<file path="config.mk">
export PLATFORM = sky130hd
export DESIGN_NAME = txq_sched
export DESIGN_NICKNAME = d
export VERILOG_FILES = /design/src/rtl/txq_pkg.sv /design/src/rtl/txq_pin_edge.sv /design/src/rtl/txq_pick.sv /design/src/rtl/txq_slot.sv /design/src/rtl/txq_sched.sv
export SDC_FILE = /design/constraint.sdc
export NUM_CORES = 1
export LEC_CHECK = 0
export BUFFER_PORTS_ARGS = -buffer_cell sky130_fd_sc_hd__buf_2
export CORE_MARGIN = 2
export CORE_UTILIZATION = 46
export DETAILED_ROUTE_END_ITERATION = 8
export PLACE_DENSITY = 0.77
export SYNTH_ARGS = -nofsm -noshare
export SYNTH_HDL_FRONTEND = slang
export SYNTH_SLANG_ARGS = --single-unit
</file>
<file path="constraint.sdc">
create_clock -name clk -period 2.43 [get_ports clk]
set_input_delay 0.243 -clock clk [delete_from_list [all_inputs] [get_ports clk]]
set_output_delay 0.243 -clock clk [all_outputs]
set_load 0.05 [all_outputs]
</file>
<file path="src/rtl/txq_pkg.sv">
package txq_pkg;
    typedef enum logic [1:0] {
        RES_OK   = 2'b00,
        RES_LOST = 2'b01,
        RES_ERR  = 2'b10
    } txq_res_e;

    typedef enum logic [1:0] {
        S_IDLE   = 2'b00,
        S_LAUNCH = 2'b01,
        S_FLIGHT = 2'b10
    } txq_state_e;
endpackage

</file>
<file path="src/rtl/txq_pin_edge.sv">
module txq_pin_edge #(
    parameter int STAGES = 2
) (
    input  logic clk,
    input  logic rst_n,
    input  logic pin_n,
    output logic fall
);
    logic [STAGES:0] sr_q;

    always_ff @(posedge clk or negedge rst_n) begin
        if (!rst_n) sr_q <= '1;
        else        sr_q <= {sr_q[STAGES-1:0], pin_n};
    end

    assign fall = sr_q[STAGES] & ~sr_q[STAGES-1];


    fall_pulse_chk: assert property (@(posedge clk) disable iff (!rst_n)
        fall |=> !fall);
endmodule

</file>
<file path="src/rtl/txq_pick.sv">
module txq_pick #(
    parameter int NSLOT  = 3,
    parameter int PRIO_W = 2,
    localparam int IDX_W = (NSLOT > 1) ? $clog2(NSLOT) : 1
) (
    input  logic                          clk,
    input  logic                          rst_n,
    input  logic [NSLOT-1:0]              pend,
    input  logic [NSLOT-1:0][PRIO_W-1:0]  prio,
    output logic                          valid,
    output logic [IDX_W-1:0]              sel
);
    logic [PRIO_W-1:0] best;

    always_comb begin
        valid = 1'b0;
        sel   = '0;
        best  = '0;
        for (int i = 0; i < NSLOT; i++) begin
            if (pend[i] && (!valid || prio[i] >= best)) begin
                valid = 1'b1;
                sel   = IDX_W'(i);
                best  = prio[i];
            end
        end
    end

    for (genvar g = 0; g < NSLOT; g++) begin : g_chk

        pick_prio_chk: assert property (@(posedge clk) disable iff (!rst_n)
            (valid && pend[g]) |-> (prio[g] <= prio[sel]));

        pick_tie_chk: assert property (@(posedge clk) disable iff (!rst_n)
            (valid && pend[g] && prio[g] == prio[sel]) |-> (IDX_W'(g) <= sel));
    end
endmodule

</file>
<file path="src/rtl/txq_slot.sv">
module txq_slot
    import txq_pkg::*;
#(
    parameter int PRIO_W = 2
) (
    input  logic              clk,
    input  logic              rst_n,
    input  logic              wr_en,
    input  logic              wr_req,
    input  logic [PRIO_W-1:0] wr_prio,
    input  logic              pin_set,
    input  logic              kill,
    input  logic              res_vld,
    input  logic [1:0]        res,
    input  logic              oneshot,
    input  logic              abort_all,
    input  logic              done_clr,
    output logic              req_q,
    output logic [PRIO_W-1:0] prio_q,
    output logic              done_q,
    output logic              lost_q,
    output logic              err_q,
    output logic              abt_q
);
    logic set_any;
    logic fail;

    assign set_any = (wr_en && wr_req) || pin_set;
    assign fail    = res_vld && (res != RES_OK);

    always_ff @(posedge clk or negedge rst_n) begin
        if (!rst_n) begin
            req_q  <= 1'b0;
            prio_q <= '0;
            done_q <= 1'b0;
            lost_q <= 1'b0;
            err_q  <= 1'b0;
            abt_q  <= 1'b0;
        end else begin
            if (done_clr) done_q <= 1'b0;
            if (res_vld) begin
                if (res == RES_OK) begin
                    req_q  <= 1'b0;
                    done_q <= 1'b1;
                end else begin
                    if (res == RES_LOST) lost_q <= 1'b1;
                    else                 err_q  <= 1'b1;
                    if (oneshot || abort_all) req_q <= 1'b0;
                    if (abort_all)            abt_q <= 1'b1;
                end
            end
            if (kill && req_q) begin
                req_q <= 1'b0;
                abt_q <= 1'b1;
            end
            if (wr_en) begin
                prio_q <= wr_prio;
                if (!wr_req) req_q <= 1'b0;
            end
            if (set_any) begin
                req_q  <= 1'b1;
                lost_q <= 1'b0;
                err_q  <= 1'b0;
                abt_q  <= 1'b0;
            end
        end
    end


    ok_clr_chk: assert property (@(posedge clk) disable iff (!rst_n)
        (res_vld && res == RES_OK && !set_any) |=> (!req_q && done_q));

    set_flags_chk: assert property (@(posedge clk) disable iff (!rst_n)
        set_any |=> (req_q && !lost_q && !err_q && !abt_q));

    hclr_chk: assert property (@(posedge clk) disable iff (!rst_n)
        (wr_en && !wr_req && !pin_set && !kill && !res_vld) |=> (!req_q && $stable(abt_q)));

    oneshot_chk: assert property (@(posedge clk) disable iff (!rst_n)
        (fail && oneshot && !set_any) |=> !req_q);

    abort_fail_chk: assert property (@(posedge clk) disable iff (!rst_n)
        (fail && abort_all && !set_any) |=> (!req_q && abt_q));
endmodule

</file>
<file path="src/rtl/txq_sched.sv">
module txq_sched
    import txq_pkg::*;
#(
    parameter int NSLOT    = 3,
    parameter int PRIO_W   = 2,
    parameter int SYNC_STG = 2,
    localparam int IDX_W   = (NSLOT > 1) ? $clog2(NSLOT) : 1
) (
    input  logic              clk,
    input  logic              rst_n,
    input  logic              host_wr,
    input  logic [IDX_W-1:0]  host_slot,
    input  logic              host_req,
    input  logic [PRIO_W-1:0] host_prio,
    input  logic              cfg_mode,
    input  logic              pin_cfg_we,
    input  logic [NSLOT-1:0]  pin_cfg_val,
    input  logic [NSLOT-1:0]  rts_n,
    input  logic              oneshot,
    input  logic              abort_all,
    input  logic [NSLOT-1:0]  done_ie,
    input  logic              merr_ie,
    input  logic [NSLOT-1:0]  done_clr,
    input  logic              merr_clr,
    input  logic              bus_idle,
    input  logic              eng_done,
    input  logic [1:0]        eng_res,
    output logic              eng_start,
    output logic [IDX_W-1:0]  eng_slot,
    output logic [NSLOT-1:0]  req_o,
    output logic [NSLOT-1:0]  done_o,
    output logic [NSLOT-1:0]  lost_o,
    output logic [NSLOT-1:0]  err_o,
    output logic [NSLOT-1:0]  abt_o,
    output logic              merr_o,
    output logic              irq
);
    txq_state_e state_q, state_d;
    logic [IDX_W-1:0]              cur_q;
    logic [NSLOT-1:0]              pin_en_q;
    logic                          merr_q;
    logic [NSLOT-1:0][PRIO_W-1:0]  prio_w;
    logic [NSLOT-1:0]              fall_w;
    logic [NSLOT-1:0]              res_vld_w;
    logic [NSLOT-1:0]              kill_w;
    logic                          pick_valid;
    logic [IDX_W-1:0]              pick_sel;
    logic                          go;
    logic                          resolve;

    // Request pin synchronizers and edge detectors
    for (genvar g = 0; g < NSLOT; g++) begin : g_pin
        txq_pin_edge #(.STAGES(SYNC_STG)) u_edge (
            .clk   (clk),
            .rst_n (rst_n),
            .pin_n (rts_n[g]),
            .fall  (fall_w[g])
        );
    end

    // Per-slot state
    for (genvar g = 0; g < NSLOT; g++) begin : g_slot
        logic wr_hit;
        assign wr_hit = host_wr && (host_slot == IDX_W'(g));
        txq_slot #(.PRIO_W(PRIO_W)) u_slot (
            .clk       (clk),
            .rst_n     (rst_n),
            .wr_en     (wr_hit),
            .wr_req    (host_req),
            .wr_prio   (host_prio),
            .pin_set   (fall_w[g] && pin_en_q[g]),
            .kill      (kill_w[g]),
            .res_vld   (res_vld_w[g]),
            .res       (eng_res),
            .oneshot   (oneshot),
            .abort_all (abort_all),
            .done_clr  (done_clr[g]),
            .req_q     (req_o[g]),
            .prio_q    (prio_w[g]),
            .done_q    (done_o[g]),
            .lost_q    (lost_o[g]),
            .err_q     (err_o[g]),
            .abt_q     (abt_o[g])
        );
    end

    txq_pick #(.NSLOT(NSLOT), .PRIO_W(PRIO_W)) u_pick (
        .clk   (clk),
        .rst_n (rst_n),
        .pend  (req_o),
        .prio  (prio_w),
        .valid (pick_valid),
        .sel   (pick_sel)
    );

    assign go      = pick_valid && bus_idle && !abort_all && !cfg_mode;
    assign resolve = (state_q == S_FLIGHT) && eng_done;

    // Next-state logic
    always_comb begin
        state_d = state_q;
        unique case (state_q)
            S_IDLE:   if (go) state_d = S_LAUNCH;
            S_LAUNCH: state_d = S_FLIGHT;
            S_FLIGHT: if (eng_done) state_d = S_IDLE;
            default:  state_d = S_IDLE;
        endcase
    end

    // State register and launch latch
    always_ff @(posedge clk or negedge rst_n) begin
        if (!rst_n) begin
            state_q <= S_IDLE;
            cur_q   <= '0;
        end else begin
            state_q <= state_d;
            if (state_q == S_IDLE && go) cur_q <= pick_sel;
        end
    end

    // Configuration and shared flag registers
    always_ff @(posedge clk or negedge rst_n) begin
        if (!rst_n) begin
            pin_en_q <= '0;
            merr_q   <= 1'b0;
        end else begin
            if (cfg_mode && pin_cfg_we) pin_en_q <= pin_cfg_val;
            if (merr_clr) merr_q <= 1'b0;
            if (resolve && eng_res == RES_ERR) merr_q <= 1'b1;
        end
    end

    // Outputs and per-slot strobes
    always_comb begin
        eng_start = (state_q == S_LAUNCH);
        eng_slot  = cur_q;
        for (int i = 0; i < NSLOT; i++) begin
            res_vld_w[i] = resolve && (cur_q == IDX_W'(i));
            kill_w[i]    = abort_all && !((state_q != S_IDLE) && (cur_q == IDX_W'(i)));
        end
        merr_o = merr_q;
        irq    = (|(done_o & done_ie)) || (merr_q && merr_ie);
    end


    launch_pulse_chk: assert property (@(posedge clk) disable iff (!rst_n)
        eng_start |=> (!eng_start && state_q == S_FLIGHT));

    flight_hold_chk: assert property (@(posedge clk) disable iff (!rst_n)
        (state_q == S_FLIGHT && !eng_done) |=> ($stable(eng_slot) && !eng_start));

    no_launch_gate_chk: assert property (@(posedge clk) disable iff (!rst_n)
        (abort_all || cfg_mode || !bus_idle) |=> !eng_start);

    pin_cfg_chk: assert property (@(posedge clk) disable iff (!rst_n)
        !cfg_mode |=> $stable(pin_en_q));

    merr_set_chk: assert property (@(posedge clk) disable iff (!rst_n)
        (resolve && eng_res == RES_ERR) |=> merr_o);
endmodule

</file>
After elaboration in Yosys (flattened, before gate mapping)
Cells that the tools add are included.

word-level totals
  register bits = 38
  input bits = 30
  output and inout bits = 20

operators by class
  $lt $le $gt $ge = 2
  equality and inequality tests = 19
  multiplexer cells = 69
  bitwise logic cells = 7
  reductions and logical operators = 74

operators with widths
  kind                count
  $mux 1              63
  $logic_and 1x1->1   31
  $reduce_and 3->1    9
  $reduce_bool 3->1   6
  $reduce_bool 2->1   8
  $ne 2x1->1 const B  6
  $mux 2              5
  $eq 2x1->1 const B  4
  $eq 2x2->1 const B  4
  $logic_not 2->1     4
  $logic_not 1->1     7
  $logic_or 1x1->1    7
  $ne 3x1->1 const B  2
  $pmux 2 s3          1
  $ge 2x2->1          2
  $ne 2x2->1 const B  2
  $and 1x1->1         3
  $and 3x3->3         1
  $ne 3x2->1 const B  1
  $not 1->1           3
  $reduce_or 3->1     1
  $reduce_and 2->1    1

Depth between registers and ports, before layout
Gate-level depths: netlist of the first run.

  depth in word-level cells = 14
  mapped depth = 10
  gate-level depth less buffers = 10

Cells and area by module
Synthesis of the first run repeated with hierarchy kept, for this count alone.

second synthesis, totals
  cells, all modules = 153
  area, all modules = 1,811.7 um2

by module, submodules not included
  module        times used  cells each  area an instance (um2)  sequential area each (um2)
  txq_slot      3           26          300.3                   175.2
  txq_sched     1           42          465.4                   200.2
  txq_pin_edge  3           4           92.6                    78.8
  txq_pick      1           21          167.7                   0.0

Worst setup path before layout of the first run
No wires, ideal clock.

  path type = reg-to-reg
  from = register g_slot[0].u_slot.req_q
  to = register cur_q[0], in the netlist eng_slot[0]
  data arrival time = 2.380 ns
  required time = 2.340 ns
  slack = -0.040 ns
  cell stages (with the launch flop) = 11
  clock period less this slack = 2.470 ns
  path through = dfrtp_1 > and2_1 > ha_1 > nor2b_1 > o2bb2ai_1 > mux2_2 > ha_1 > nand2b_1 > a211oi_1 > nand4_1 > o221ai_1

between the ends
  word-level cells in the longest chain between the ends = 13
  elaborated cells on any way between the ends = 19

ends and longest elaborated chain
  item                                                  line              source
  from (decl)                                           txq_slot.sv:18    output logic req_q,
  from (signal assigned)                                txq_slot.sv:33    req_q <= 1'b0;
  from (signal assigned)                                txq_slot.sv:43    req_q <= 1'b0;
  from (signal assigned)                                txq_slot.sv:48    if (oneshot || abort_all) req_q <= 1'b0;
  $mux 2 / $mux 1 (equally long branches)               txq_pick.sv:20    if (pend[i] && (!valid || prio[i] >= best)) begin
  $ge 2x2->1 / $logic_not 1->1 (equally long branches)  txq_pick.sv:20
  $logic_or 1x1->1                                      txq_pick.sv:20
  $logic_and 1x1->1                                     txq_pick.sv:20
  $mux 2 / $mux 1 (equally long branches)               txq_pick.sv:20
  $ge 2x2->1 / $logic_not 1->1 (equally long branches)  txq_pick.sv:20
  $logic_or 1x1->1                                      txq_pick.sv:20
  $logic_and 1x1->1                                     txq_pick.sv:20
  $mux 1                                                txq_pick.sv:20
  $logic_and 1x1->1 (3 in series)                       txq_sched.sv:96   assign go = pick_valid && bus_idle && !abort_all && !cfg_mode;
  $logic_and 1x1->1                                     txq_sched.sv:117  if (state_q == S_IDLE && go) cur_q <= pick_sel;
  to (signal assigned)                                  txq_sched.sv:117
  to (decl)                                             txq_sched.sv:39   logic [IDX_W-1:0] cur_q;

Several ways; a longest one is shown, not always the timed one.
A chain may end at the register's enable or synchronous reset.

Final worst setup path of the first run
Same ends and word-level chain as after synthesis.

==> flow_summary.toml, run 1 <==
[finish]
multi_input_comb_area_um2 = 686.9
utilization_pct = 58.01
fin_cells = 253
area_delta_synth_final_pct = 20.51
final_nets = 238
final_common_cell = "buf_2"
n_fill_cell = 329
antenna_cells = 0
drive_above_1_share_pct = 41.46
seqCellArea_um2 = 962.2
layout_common_cells = "49 x buf_2, 29 x dfrtp_1, 14 x nor2_1, 13 x inv_1, 10 x nand2_1"

[critical_path]
slowest_stage = "dfrtp_1"
cp_num_buf_inv = 0
critPathMaxFanout = 4
critical_path_class = "reg -> reg"
crit_chain = "and2_4 > ha_1 > nor2b_1 > o2bb2ai_2 > mux2_4 > ha_4 > nand2b_4 > a211oi_4 > nand4_1 > o221ai_1"
cp_top_family = "simple AND/OR/NAND/NOR gates"
cp-end-kind = "register"
worstSetupStartpointType = "register"
worst_ep_arrival_time_ps = 2510
slowest_delay_ps = 410
cp.required_ps = 2640

[synth]
syn-cell-area_mm2 = 0.001775
synth_flop_cell = "dfrtp_1"
syn_inst = 161
synth-edff-count = 0
synth-seq-cells = 38
syn_nets = 195
seq_area_frac_synth_pct = 54.19
avgSynthCellArea_um2 = 11.03
ys_types = 34
yosysWarnings = 0
async_flop_share_pct = 100.0

[grt]
grt_max_degree = 39
grt_first_pass_wirelength_um = 5809
overflow = 0
grt_pass1_vias = 1270
antenna_found_initial = 0
track_usage_pct = 18.53

[route]
vias = 1299
drc = 0
ant_nets = 0
via_per_inst = 5.134
first_iter_violations = 78
drt-met1-wl_um = 1603
wl_met2_um = 1651
wl_per_cell_um = 14.02
wl_met3_um = 226
dr.pass1.iters = 4
highest_layer = "met4"
routed_wl_um = 3548

[floorplan]
dieWidth_um = 66.13
start_util_pct = 48.13
fp.dieH_um = 66.13
row_count = 22
pin_count = 50
coreArea_mm2 = 0.003689
die_area_mm2 = 0.004373

[power_and_ir_drop]
pwr-share-clk_pct = 24.8
switching_share_pct = 37.34
p_leak_uw = 0.001038
p_int_uw = 1330
p_switching_uw = 792.6
comb_power_share_pct = 36.2
pwr-share-seq_pct = 39.0
ir_worst_vdd_mv = 0.4683
power_density_mw_per_mm2 = 992.0

[sta]
max_freq_mhz = 434.8
fin_crit_sh_pct = 94.65
slew_headroom_pct = 45.87
rsz0062_at_grt = "no"
worst_pin_slew_ps = 812.0
finalHoldViolations = 0
setup_tns_ps = 0
setup_violations = 0
fin_worst_skew_ps = 10.14
drv_slew = 0
fin_crit_ps = 2300

[placement]
gp_congestion = 0.7680
hpwl_um = 2647
numPlacedInstances = 245
port_buffers = 49

[clock_network]
tritoncts = "built"
cts_buffers = 5
clk_pin_slew_ps = 70
root_buffer = "clkbuf_8"
clock_latency_ps = 300
ctsLongestPathBuffers = 2
cts_setup_buffers = 0
cts_sinks = 38
cts-htree-levels = 2

[min_path]
hold_path.class = "in -> async"

[job]
cap_violations = 0

[outcome]
status = "finished clean"
repair_timing:
action	CTS	global route
gates cloned	0	0
setup endpoints to repair	2	2
pin swaps	1	3
hold buffers	0	0
gates resized for setup	1	5
worst reg2reg max path: stages, from the launching register on:
cell and delay (ps):
dfrtp_1 410, and2_4 150, ha_1 290, nor2b_1 140, o2bb2ai_2 80, mux2_4 320
ha_4 240, nand2b_4 140, a211oi_4 240, nand4_1 120, o221ai_1 90
worst paths after layout:
kind	startpoint	to	slack (ps)	depth (start not counted)
max reg2reg	g_slot[0].u_slot.req_q	eng_slot[0]	130	10
min reg2reg	g_pin[1].u_edge.sr_q[0]	g_pin[1].u_edge.sr_q[1]	360	0
min in group clk	rts_n[0]	g_pin[0].u_edge.sr_q[0]	40	1
max	g_slot[0].u_slot.req_q	eng_slot[0]	130	10
min	rst_n	g_slot[0].u_slot.req_q	30	1
max in group asynchronous	rst_n	eng_slot[0]	1880	1
state kept, by name, summed over array words and instances, names as in the netlist:
signal                flops
g_pin.u_edge.sr_q         9
state_q                   2
g_slot.u_slot.abt_q       3
g_slot.u_slot.req_q       3
pin_en_q                  3
eng_slot                  2
merr_o                    1
g_slot.u_slot.err_q       3
g_slot.u_slot.lost_q      3
g_slot.u_slot.prio_q      6
g_slot.u_slot.done_q      3
layer usage:
| layer | vias to the layer above | global-route usage (%) |
|---|---|---|
| met5 | - | 0 |
| met4 | 0 | 10.71 |
| met3 | 6 | 6.133 |
| li1 | 638 | - |
| met1 | 614 | 21.99 |
| met2 | 41 | 29.25 |
power groups by stage:
stage,Sequential [µW],Combinational [µW],Clock (µW)
after floorplan,882,492,0
after global placement,836,678,0
after detailed placement,841,691,0
after CTS,829,715,534
after global routing,843,832,557
final,828,768,526
through the flow:
stage	worst slack (ps)	total power (µW)	hold slack, ps	cell area (µm²)
after global placement	87.56	1514	346.0	1994
after global routing	52.97	2233	33.56	2140
after floorplan	45.14	1375	-52.59	1782
after detailed placement	13.38	1532	346.8	1994
after CTS	18.60	2078	36.09	2106
final	130.0	2122	33.90	2140
cell type report:
cell class	count	area share, %
clock buffer	7	3.567
clock inverter	1	1.404
tap	48	2.807
inverter	13	2.281
timing repair buffer	53	12.87
sequential	38	44.97
multi-input combinational	93	32.11
cells by family (layout without fill, tap and decap cells):
group | Yosys count | after routing | share of synthesized area (%)
AOI/OAI and AO/OA | 32 | 32 | 13.46
adders and majority gates | 4 | 4 | 2.819
buffers and inverters | 30 | 74 | 9.655
DFF | 38 | 38 | 54.19
muxes | 10 | 10 | 6.343
and+or+nand+nor | 47 | 47 | 13.53
cell usage after synthesis, types with 4 or more instances:
| cell type | n | area share (%) |
|---|---|---|
| a21oi_1 | 7 | 2.0 |
| buf_4 | 15 | 6.3 |
| dfrtp_1 | 29 | 41 |
| nand2b_1 | 4 | 1.4 |
| nor2_1 | 14 | 3.0 |
| o32ai_1 | 4 | 2.0 |
| nand2_1 | 10 | 2.1 |
| o22ai_1 | 4 | 1.4 |
| ha_1 | 4 | 2.8 |
| inv_1 | 13 | 2.7 |
| mux2_2 | 10 | 6.3 |
| dfstp_2 | 9 | 13 |
(Power assumes the default switching activity.)
==> run 2, diff against run 1 <==
- HOLD_SLACK_MARGIN: unset -> 0.12
- RECOVER_POWER: unset -> 25
==> flow_summary.toml, run 2 (synthesis results as in run 1) <==
[finish]
area_delta_synth_final_pct = 24.38
final_area_mm2 = 0.002208
drive_above_1_share_pct = 38.68
largest_register_ffs = 9
utilization_pct = 59.87
antenna_cells = 0
final_nets = 245
layout_common_cells = "47 x buf_2, 29 x dfrtp_1, 14 x nor2_1, 13 x inv_1, 10 x nand2_1"
regMostFlops = "g_pin.u_edge.sr_q"
top_regs = "g_pin.u_edge.sr_q (9), g_slot.u_slot.prio_q (6)"
final_common_cell = "buf_2"

[route]
ant_nets = 0
routed_wl_um = 3613
wl_per_cell_um = 13.90
via_per_inst = 5.054
first_iter_violations = 80
drc = 0
vias = 1314
dr.pass1.iters = 4

[grt]
track_usage_pct = 18.82
grt-busiest-layer = "met2"
antenna_found_initial = 0
met3_usage_pct = 6.133
overflow = 0
grt_use_met1_pct = 22.32
grt_max_degree = 39
grt_first_pass_wirelength_um = 5906
grtUsageMet2_pct = 29.50
grt_pass1_vias = 1293

[critical_path]
cp_num_buf_inv = 0
cp_top_family = "simple AND/OR/NAND/NOR gates"
critPathMaxFanout = 4
worstSetupStartpointType = "register"
cp-end-kind = "register"
critical_path_class = "reg -> reg"
cp.required_ps = 2640
crit_chain = "and2_4 > ha_1 > nor2b_1 > o2bb2ai_2 > mux2_4 > ha_4 > nand2b_4 > a211oi_4 > nand4_1 > o221ai_1"
slowest_stage = "dfrtp_1"
slowest_delay_ps = 410
worst_ep_arrival_time_ps = 2510

[job]
cap_violations = 0

[sta]
fin_crit_sh_pct = 94.70
finalHoldViolations = 0
fin_crit_ps = 2301
setup_tns_ps = 0
setup_violations = 0
worst_pin_slew_ps = 890.0
rsz0062_at_grt = "no"
slew_headroom_pct = 40.66
fin_ws_ps = 128.9
fin_worst_skew_ps = 6.780
drv_slew = 0
max_freq_mhz = 434.6

[power_and_ir_drop]
p_leak_uw = 0.001063
power_density_mw_per_mm2 = 963.1
ir_worst_vdd_mv = 0.4715

[placement]
port_buffers = 49
place_worst_setup_slack_ps = 13.38
hpwl_um = 2647
gp_congestion = 0.7680
placed_cell_area_mm2 = 0.001994

[floorplan]
fp.dieH_um = 66.13
die_area_mm2 = 0.004373
pin_count = 50
coreArea_mm2 = 0.003689
start_util_pct = 48.13
dieWidth_um = 66.13
row_count = 22

[clock_network]
ctsLongestPathBuffers = 2
cts-htree-levels = 2
cts_setup_buffers = 0
cts_sinks = 38
clock_latency_ps = 290
root_buffer = "clkbuf_8"
cts_buffers = 5
tritoncts = "built"
clk_pin_slew_ps = 70

[outcome]
status = "finished clean"

[min_path]
hold_path.class = "in -> reg"
-- run 2: changes by cell type in the layout (fill, tap and decap cells not counted) --
cell           previous run  this run
dfstp_2                   9         7
dlygate4sd3_1             0         7
clkbuf_2                  0         1
dfstp_1                   0         2
buf_2                    49        47
clkbuf_1                  2         3
-- run 2: power by group --
part / internal [µW] / switching (µW)
clock: 307 / 215
combinational: 291 / 486
sequential: 738 / 90.0
-- run 2: per-layer routing --
| metal | vias up | routed length (µm) |
|---|---|---|
| li1 | 654 | - |
| met5 | - | 0 |
| met3 | 8 | 213 |
| met4 | 0 | 80 |
| met1 | 611 | 1629 |
| met2 | 41 | 1688 |
-- run 2: stage by stage --
stage | cells | hold slack (ps) | power (µW)
floorplan | 161 | -52.59 | 1375
global route | 260 | 120.5 | 2241
detailed placement | 245 | 346.8 | 1532
finish | 260 | 134.4 | 2127
CTS | 259 | 120.8 | 2085
global placement | 245 | 346.0 | 1514
-- run 2: path summary, 6_finish.rpt --
check,start,to,slack (ps),cells after the start
max,g_slot[0].u_slot.req_q,eng_slot[0],130,10
min,done_clr[1],g_slot[1].u_slot.done_q,130,2
max reg2reg,g_slot[0].u_slot.req_q,eng_slot[0],130,10
min reg2reg,g_pin[0].u_edge.sr_q[0],g_pin[0].u_edge.sr_q[1],360,0
max in group asynchronous,rst_n,g_slot[0].u_slot.done_q,1270,2
min in group asynchronous,rst_n,g_slot[0].u_slot.prio_q[0],600,2
-- run 2: worst reg2reg max path: stages, from the launching register on --
cell       delay (ps)
dfrtp_1           410
and2_4            160
ha_1              290
nor2b_1           140
o2bb2ai_2          80
mux2_4            320
ha_4              240
nand2b_4          140
a211oi_4          240
nand4_1           120
o221ai_1           90
-- run 2: what timing repair did --
item,4_1_cts,5_1_grt
hold endpoints to repair,34,1
pin swaps,1,3
setup endpoints to repair,2,2
hold buffers,6,1
gates resized for setup,1,5
-- run 2: layout make-up --
type,instances,area (µm²)
well taps,48,60.06
repair buffers,60,344.1
inverters,13,48.80
fillers,320,1480
multi-input cells,93,686.9
clock inverters,1,30.03
flip-flops and latches,38,962.2
clock buffers,7,76.32
==> run 3, diff against run 2 <==
- CORE_UTILIZATION: 46 -> 35
- PLACE_DENSITY: 0.77 -> 0.62
==> flow_summary.toml, run 3 (synthesis results as in run 1) <==
[grt]
grt_max_degree = 39
track_usage_pct = 14.37
overflow = 0
grt_pass1_vias = 1267
grt_first_pass_wirelength_um = 5975
antenna_found_initial = 0

[finish]
largest_register_ffs = 9
final_area_mm2 = 0.002247
utilization_pct = 46.65
final_common_cell = "buf_2"
drive_above_1_share_pct = 39.81
layout_common_cells = "47 x buf_2, 29 x dfrtp_1, 14 x nor2_1, 13 x inv_1, 10 x nand2_1"
top_regs = "g_pin.u_edge.sr_q (9), g_slot.u_slot.prio_q (6)"
antenna_cells = 0
fin_cells = 278
regMostFlops = "g_pin.u_edge.sr_q"
area_delta_synth_final_pct = 26.57
final_nets = 244

[critical_path]
worst_ep_arrival_time_ps = 2470
slowest_stage = "dfrtp_1"
crit_chain = "nand2_1 > ha_1 > nand2_1 > o2bb2ai_4 > mux2_4 > ha_1 > nand2b_4 > a211oi_4 > nand4_1 > o221ai_1"
critPathMaxFanout = 4
cp-end-kind = "register"
worstSetupStartpointType = "register"
cp.required_ps = 2640
critical_path_class = "reg -> reg"
slowest_delay_ps = 390

[placement]
placed_cell_area_mm2 = 0.002011
port_buffers = 49
numPlacedInstances = 263
place_worst_setup_slack_ps = -2.013
hpwl_um = 2746
gp_congestion = 0.7291

[floorplan]
pin_count = 50
die_area_mm2 = 0.005659
dieWidth_um = 75.23
start_util_pct = 36.86
row_count = 25
fp.dieH_um = 75.23
coreArea_mm2 = 0.004817

[power_and_ir_drop]
p_leak_uw = 0.001068
power_density_mw_per_mm2 = 958.7
ir_worst_vdd_mv = 0.3994

[route]
ant_nets = 0
vias = 1329
wl_per_cell_um = 13.31
via_per_inst = 4.781
routed_wl_um = 3699
dr.pass1.iters = 4
first_iter_violations = 61
drc = 0

[clock_network]
cts_buffers = 5
clk_pin_slew_ps = 70
tritoncts = "built"
ctsLongestPathBuffers = 2
cts-htree-levels = 2
root_buffer = "clkbuf_8"
cts_sinks = 38
clock_latency_ps = 290

[job]
cap_violations = 0

[sta]
fin_worst_skew_ps = 2.729
setup_violations = 0
slew_headroom_pct = 39.57
finalHoldViolations = 0
drv_slew = 0
fin_ws_ps = 164.8
worst_pin_slew_ps = 906.4
fin_crit_sh_pct = 93.22
max_freq_mhz = 441.5
fin_crit_ps = 2265

[min_path]
hold_path.class = "in -> reg"

[outcome]
status = "finished clean"
run 3: stage by stage:
stage | TNS [ps] | hold slack, ps | power (µW)
finish | 0 | 127.1 | 2154
global route | -17.25 | 128.3 | 2281
CTS | 0 | 121.0 | 2096
detailed placement | -2.013 | 347.3 | 1524
global placement | 0 | 345.8 | 1512
floorplan | 0 | -52.59 | 1375
run 3: repair_timing:
| item | 4_1_cts | 5_1_grt |
|---|---|---|
| setup endpoints to repair | 2 | 2 |
| hold buffers | 6 | 0 |
| gates resized for setup | 1 | 7 |
| endpoints found under the hold margin | 34 | 0 |
| setup buffers | 0 | 1 |
| gates cloned | 0 | 0 |
| pin swaps | 0 | 3 |
run 3: cell type report:
class | instances | area, µm²
clock buffers | 7 | 86.33
clock inverters | 1 | 30.03
fillers | 480 | 2570
inverters | 13 | 48.80
multi-input cells | 93 | 701.9
flip-flops and latches | 38 | 962.2
well taps | 67 | 83.83
repair buffers | 59 | 334.1
run 3: path summary, 6_finish.rpt:
| path | cells past startpoint | from | end | slack [ps] |
|---|---|---|---|---|
| setup / recovery | 10 | g_slot[0].u_slot.req_q | eng_slot[0] | 160 |
| setup reg to reg | 10 | g_slot[0].u_slot.req_q | eng_slot[0] | 160 |
| max in group asynchronous | 2 | rst_n | pin_en_q[2] | 1250 |
| hold / removal | 2 | done_clr[0] | g_slot[0].u_slot.done_q | 130 |
| min in group asynchronous | 2 | rst_n | g_slot[2].u_slot.prio_q[1] | 610 |
| hold reg to reg | 0 | g_pin[2].u_edge.sr_q[0] | g_pin[2].u_edge.sr_q[1] | 360 |
run 3: metal layers:
metal  routed length [µm]  GRT usage (%)  vias to the layer above  share of wire (%)
met5                    0              0                        -                  0
met4                   35          4.094                        0               0.95
met3                  291          6.024                        5                7.9
met2                 1629          21.73                       51                 44
met1                 1742          19.06                      619                 47
li1                     -              -                      654                  -
run 3: critical path, delay by kind of cell, from the launching register on:
family	cells	cell delay, ps
simple gates	4	430
flops	1	390
compound gates	3	470
fa+ha+maj	2	570
mux	1	310
run 3: power breakdown:
part / leakage, µW / internal [µW] / switching [µW]
logic: 0.000549 / 292 / 474
clock network: 0.0000585 / 334 / 214
registers: 0.000461 / 738 / 103
